--- src/rtl/rst_pkg.sv ---
package rst_pkg;

  typedef enum logic [2:0] {
    CZ_NONE      = 3'd0,
    CZ_POWERON   = 3'd1,
    CZ_PIN_RUN   = 3'd2,
    CZ_PIN_SLEEP = 3'd3,
    CZ_DOG_RUN   = 3'd4,
    CZ_BROWNOUT  = 3'd5,
    CZ_PARITY    = 3'd6,
    CZ_DOG_WAKE  = 3'd7
  } cause_e;

  // Priority: brown-out > parity > watchdog (running) > pin > watchdog wake
  function automatic cause_e pick_cause(input logic bor, input logic par,
                                        input logic dog, input logic pin,
                                        input logic slp);
    cause_e c;
    if (bor)              c = CZ_BROWNOUT;
    else if (par)         c = CZ_PARITY;
    else if (dog && !slp) c = CZ_DOG_RUN;
    else if (pin)         c = slp ? CZ_PIN_SLEEP : CZ_PIN_RUN;
    else if (dog)         c = CZ_DOG_WAKE;
    else                  c = CZ_NONE;
    return c;
  endfunction

  // Returns {to, pd} after an event of the given kind
  function automatic logic [1:0] flags_for(input cause_e c, input logic to_q,
                                           input logic pd_q);
    logic [1:0] f;
    case (c)
      CZ_POWERON, CZ_BROWNOUT, CZ_PARITY: f = 2'b11;
      CZ_DOG_RUN:   f = 2'b01;
      CZ_DOG_WAKE:  f = 2'b00;
      CZ_PIN_SLEEP: f = 2'b10;
      default:      f = {to_q, pd_q};
    endcase
    return f;
  endfunction

  function automatic logic is_reset_cause(input cause_e c);
    return (c != CZ_NONE) && (c != CZ_DOG_WAKE);
  endfunction

endpackage

--- src/rtl/rst_glitch_filter.sv ---
module rst_glitch_filter #(
  parameter int FILT_LEN = 4
) (
  input  logic clk,
  input  logic por,
  input  logic pin_n,
  output logic pin_req
);
  localparam int CW = $clog2(FILT_LEN + 1);
  localparam logic [CW-1:0] LAST = CW'(FILT_LEN - 1);

  logic [CW-1:0] low_cnt;

  always_ff @(posedge clk or posedge por) begin
    if (por)            low_cnt <= '0;
    else if (pin_n)     low_cnt <= '0;
    else if (low_cnt < LAST) low_cnt <= low_cnt + 1'b1;
  end

  // The FILT_LEN-th consecutive low sample, and every later one, is a request
  assign pin_req = !pin_n && (low_cnt == LAST);

  p_low_only_r2: assert property (@(posedge clk) disable iff (por)
    pin_req |-> !$past(pin_n));

endmodule

--- src/rtl/rst_startup_timer.sv ---
module rst_startup_timer #(
  parameter int CNT_W = 10
) (
  input  logic             clk,
  input  logic             por,
  input  logic             restart,
  input  logic             en,
  input  logic             advance,
  output logic [CNT_W:0]   count,
  output logic             done
);
  localparam logic [CNT_W:0] FULL = (CNT_W+1)'(1) << CNT_W;

  always_ff @(posedge clk or posedge por) begin
    if (por)                               count <= '0;
    else if (restart)                      count <= '0;
    else if (en && advance && !count[CNT_W]) count <= count + 1'b1;
  end

  // A disabled counter is bypassed in zero cycles
  assign done = !en || count[CNT_W];

  p_cap_r11: assert property (@(posedge clk) disable iff (por)
    count <= FULL);

endmodule

--- src/rtl/rst_cause_tracker.sv ---
module rst_cause_tracker
  import rst_pkg::*;
(
  input  logic   clk,
  input  logic   por,
  input  logic   update,
  input  cause_e event_cause,
  output logic   to_flag,
  output logic   pd_flag,
  output cause_e cause
);
  logic [1:0] nxt;
  assign nxt = flags_for(event_cause, to_flag, pd_flag);

  always_ff @(posedge clk or posedge por) begin
    if (por) begin
      to_flag <= 1'b1;
      pd_flag <= 1'b1;
      cause   <= CZ_POWERON;
    end else if (update) begin
      {to_flag, pd_flag} <= nxt;
      cause <= event_cause;
    end
  end

  p_wake_flags_r5: assert property (@(posedge clk) disable iff (por)
    (update && event_cause == CZ_DOG_WAKE) |=> (!to_flag && !pd_flag));

  p_pin_run_keeps_r3: assert property (@(posedge clk) disable iff (por)
    (update && event_cause == CZ_PIN_RUN) |=> $stable({to_flag, pd_flag}));

endmodule

--- src/rtl/rst_sequencer.sv ---
module rst_sequencer
  import rst_pkg::*;
#(
  parameter int CNT_W    = 10,
  parameter int FILT_LEN = 4
) (
  input  logic       clk,
  input  logic       por_pulse,
  input  logic       ext_rst_n,
  input  logic       wdt_timeout,
  input  logic       sleeping,
  input  logic       bor_detect,
  input  logic       bor_en,
  input  logic       parity_err,
  input  logic       parity_en,
  input  logic       pwrt_en,
  input  logic       ost_en,
  input  logic       slow_clk,
  output logic       chip_rst,
  output logic       to_flag,
  output logic       pd_flag,
  output logic [2:0] cause_code
);
  // Named internal events
  logic       pin_req, bor_req, par_req;
  cause_e     ev_cause, cause_q;
  logic       any_req, wake_evt, slow_tick;
  logic       pwrt_done, ost_done;
  logic [CNT_W:0] pwrt_count, ost_count;
  logic [2:0] slow_sync;

  rst_glitch_filter #(.FILT_LEN(FILT_LEN)) u_filter (
    .clk(clk), .por(por_pulse), .pin_n(ext_rst_n), .pin_req(pin_req));

  assign bor_req  = bor_en && bor_detect;
  assign par_req  = parity_en && parity_err;
  assign ev_cause = pick_cause(bor_req, par_req, wdt_timeout, pin_req, sleeping);
  assign any_req  = is_reset_cause(ev_cause);
  assign wake_evt = (ev_cause == CZ_DOG_WAKE) && !chip_rst;

  // Slow clock brought into the main domain as a rising-edge tick
  always_ff @(posedge clk or posedge por_pulse) begin
    if (por_pulse) slow_sync <= '0;
    else           slow_sync <= {slow_sync[1:0], slow_clk};
  end
  assign slow_tick = slow_sync[1] && !slow_sync[2];

  rst_startup_timer #(.CNT_W(CNT_W)) u_pwrt (
    .clk(clk), .por(por_pulse), .restart(any_req), .en(pwrt_en),
    .advance(chip_rst && slow_tick), .count(pwrt_count), .done(pwrt_done));

  rst_startup_timer #(.CNT_W(CNT_W)) u_ost (
    .clk(clk), .por(por_pulse), .restart(any_req), .en(ost_en),
    .advance(chip_rst && pwrt_done), .count(ost_count), .done(ost_done));

  // Set/clear latch for the chip reset
  always_ff @(posedge clk or posedge por_pulse) begin
    if (por_pulse)                   chip_rst <= 1'b1;
    else if (any_req)                chip_rst <= 1'b1;
    else if (pwrt_done && ost_done)  chip_rst <= 1'b0;
  end

  rst_cause_tracker u_cause (
    .clk(clk), .por(por_pulse), .update(any_req || wake_evt),
    .event_cause(ev_cause), .to_flag(to_flag), .pd_flag(pd_flag),
    .cause(cause_q));

  assign cause_code = cause_q;

  p_set_r12: assert property (@(posedge clk) disable iff (por_pulse)
    any_req |=> chip_rst);

  p_rise_from_req_r5: assert property (@(posedge clk) disable iff (por_pulse)
    $rose(chip_rst) |-> $past(any_req));

  p_release_r9: assert property (@(posedge clk) disable iff (por_pulse)
    $fell(chip_rst) |-> $past(pwrt_done && ost_done));

  p_order_r11: assert property (@(posedge clk) disable iff (por_pulse)
    (ost_count != $past(ost_count) && ost_count != '0) |-> $past(pwrt_done));

endmodule

--- config.mk ---
export PLATFORM = sky130hd
export DESIGN_NAME = rst_sequencer
export DESIGN_NICKNAME = d
export VERILOG_FILES = /design/src/rtl/rst_pkg.sv /design/src/rtl/rst_glitch_filter.sv /design/src/rtl/rst_startup_timer.sv /design/src/rtl/rst_cause_tracker.sv /design/src/rtl/rst_sequencer.sv
export SDC_FILE = /design/constraint.sdc
export NUM_CORES = 1
export LEC_CHECK = 0
export BUFFER_PORTS_ARGS = -buffer_cell sky130_fd_sc_hd__buf_2
export CORE_MARGIN = 1.5
export CORE_UTILIZATION = 25
export CTS_CLUSTER_DIAMETER = 60
export DETAILED_ROUTE_END_ITERATION = 10
export PLACE_DENSITY = 0.41
export SLEW_MARGIN = 10
export SYNTH_ARGS = -nofsm -noshare
export SYNTH_HDL_FRONTEND = slang
export SYNTH_SLANG_ARGS = --single-unit
--- constraint.sdc ---
create_clock -name clk -period 2.22 [get_ports clk]
set_input_delay 0 -clock clk [delete_from_list [all_inputs] [get_ports clk]]
set_output_delay 0 -clock clk [all_outputs]
set_load 0.005 [all_outputs]
==> key figures <==
Outcome
  – Outcome: finished, final reports clean

Clocking
  – Maximum buffer depth of the clock tree: 2
  – Clock Latency Late Sink: 0.29 ns
  – Resized Gates After CTS: 0
  – Sink Count: 34
  – H-Tree Depth: 2
  – Root buffer cell: clkbuf_8
  – TritonCTS clock tree: yes
  – Clock slew at reported path FFs: 0.07 ns
  – Total CTS buffers: 5

Worst setup path
  – Most frequent CP cell: ha_1
  – Worst path required time: 2.43 ns
  – Worst R2R Setup Slack: 0.40 ns
  – CP peak stage delay: 0.43 ns
  – Critical Path End Type: register
  – Crit start category: register
  – WS Path Type: reg2reg
  – Critical path, cell by cell: ha_1, ha_1, nor2b_1, or3_1, buf_4, a21oi_1
  – Critical-path maximum fanout: 10
  – CP startpoint: u_filter.low_cnt[0]
  – Reg-to-reg startpoint: u_filter.low_cnt[0]
  – Crit-path slowest cell: or3_1
  – CP Data Arrival Time: 2.03 ns

Logic synthesis
  – Synth cell count leaders: dfrtp_1 (30), nor2_1 (23), nand2_1 (12), xnor2_1 (12), inv_1 (10)
  – Fraction of registers with async set/reset: 1.00
  – Synth area leader: dfrtp_1
  – Top cells by area, synth: dfrtp_1 (45%), dfstp_2 (6.2%), xnor2_1 (6.2%)
  – Most numerous cell in the Yosys netlist: dfrtp_1
  – Synth top area share: 0.445
  – Ys flop type: dfrtp_1
  – Mapped Cells: 172
  – Number of synthesized register bits: 34
  – Syn nets: 188
  – Yosys cell types: 39
  – Post-synth EDFFs: 0
  – Avg Synthesized Cell Area: 9.80 sq um
  – Area of the mapped netlist: 1690 sq um
  – Sequential area share after synthesis: 0.508
  – Synth Warn #: 0

Finish
  – Fin area: 1990 sq um
  – Final #Nets: 214
  – Layout cells sized above 1: 0.171
  – Diodes inserted: 0
  – Area growth, synth to finish: 18.0%

Detailed routing
  – Vias: 1,240
  – Detailed-route wire length per cell: 12.0 um
  – Final WL: 3310 um
  – Via-to-Cell Ratio: 4.49
  – First-iteration detailed-routing DRC count: 40
  – Drt first pass iters: 4
  – DRC viols: 0
  – Routed Antenna Nets: 0

Global route
  – Total gr overflow: 0
  – Routing usage on met3: 0.0292
  – GR Layer Usage met1: 0.133
  – Global routing usage on met2: 0.165
  – Vias in the first global route: 1,306
  – Most Crowded Layer GR: met2
  – Largest net degree at the start of global routing: 35
  – First-pass GRT wire length: 5930 um
  – Initial antenna violation count: 0
  – All-layer global routing usage: 0.105

STA
  – Setup violators final: 0
  – Worst slew pin tran: 0.542 ns
  – Setup TNS: 0 ns
  – Final Hold Violating Endpoints: 0
  – RSZ-0062 raised after global routing: no
  – Rel. slew slack: 0.638
  – Max Freq: 550 MHz
  – Max Slew Vio Count: 0
  – Final Cycle Share: 0.819
  – Final Critical Period: 1.82 ns
  – Setup Skew: 0.00357 ns
  – Hold Worst Slack: 0.0680 ns

Floorplan
  – Die H: 85.1 um
  – Die footprint: 7240 sq um
  – Die width: 85.1 um
  – IO Pins: 18
  – Core Region: 6420 sq um
  – Initial core utilization: 0.262
  – Row cnt: 29

Power and ir drop
  – Worst ir drop on vdd: 0.363 mV
  – Pwr/cell area: 702 nW/um^2
  – Final Power: 1400 uW
  – P_leak: 0.000846 uW

Placed design
  – DP Area: 1860 sq um
  – DP Wirelength: 2340 um
  – IO Port Bufs: 17
  – Final GP Congestion: 0.708

Min path
  – Worst hold path type: in2reg
  – HP Start: bor_detect

Job
  – Max-cap violation count: 0
cell families after synthesis:
logic type,count (synthesis),share of synthesized area
buf+inv,16,0.0453
fa+ha+maj,4,0.0297
xor+xnor,14,0.0728
simple gates,74,0.228
compound gates,29,0.111
flops,34,0.508
mux,1,0.00594
metal layers:
layer	vias up	routed length, um
met3	9	98
met1	571	1670
li1	647	-
met5	-	0
met2	13	1480
met4	0	63
report_power, final:
part	internal, uW	switching, uW
Sequential	670	37.9
Clock	250	228
Combinational	93.0	119
final timing paths:
kind / end / cells after the start
min in group asynchronous: u_pwrt.count[6] / 4
max in group asynchronous: u_cause.pd_flag / 4
hold / removal: u_cause.cause[1] / 3
setup / recovery: u_ost.count[8] / 6
hold reg to reg: slow_sync[1] / 0
setup reg to reg: u_ost.count[8] / 6
registers in the layout (all words and copies together) (netlist names):
register          flops
u_ost.count          11
u_pwrt.count         11
slow_sync             3
u_cause.cause         3
u_filter.low_cnt      3
chip_rst              1
u_cause.pd_flag       1
u_cause.to_flag       1
area by class of cell:
cell class	instances	area, sq um
sequential	34	856
tap	77	96.3
fill	668	4430
timing repair buffer	25	155
clock inverter	1	5.00
clock buffer	7	86.3
multi-input combinational	122	753
inverter	10	37.5
worst max-delay path: cells and delay by family, from the launching register on:
kind | cells | cell delay [ns]
simple gates | 2 | 0.63
buf+inv | 1 | 0.20
flops | 1 | 0.42
compound gates | 1 | 0.12
fa+ha+maj | 2 | 0.37
metrics by stage:
step	util	worst slack (ns)	instances
finish	0.310	0.402	276
global route	0.310	0.280	276
CTS	0.310	0.383	276
detailed placement	0.289	0.403	264
global placement	0.289	0.436	264
floorplan	-	0.395	172
placed cells by master, fill, tap and decap left out, types with 2 or more instances in the layout:
cell           instances
nor2b_1                4
nand3_1                5
a31oi_1                2
a211oi_1               2
nor4b_1                2
nand2b_1               2
a21oi_1                7
nor3_1                 7
nand2_1               12
inv_1                 10
or3_4                  2
buf_4                  4
clkbuf_8               6
dlygate4sd3_1          4
a21o_1                 3
nand3b_1               2
dfrtp_1               30
xor2_1                 2
nor2_1                23
or3_1                  4
nor4_1                 5
o21ai_0                7
dfstp_2                4
ha_1                   4
xnor2_1               12
buf_2                 17
nand4_1                3
what timing repair did:
item	4_1_cts	5_1_grt
hold endpoints to repair	35	0
buffers inserted	0	0
hold buffers	4	0
(Power assumes the default switching activity.)
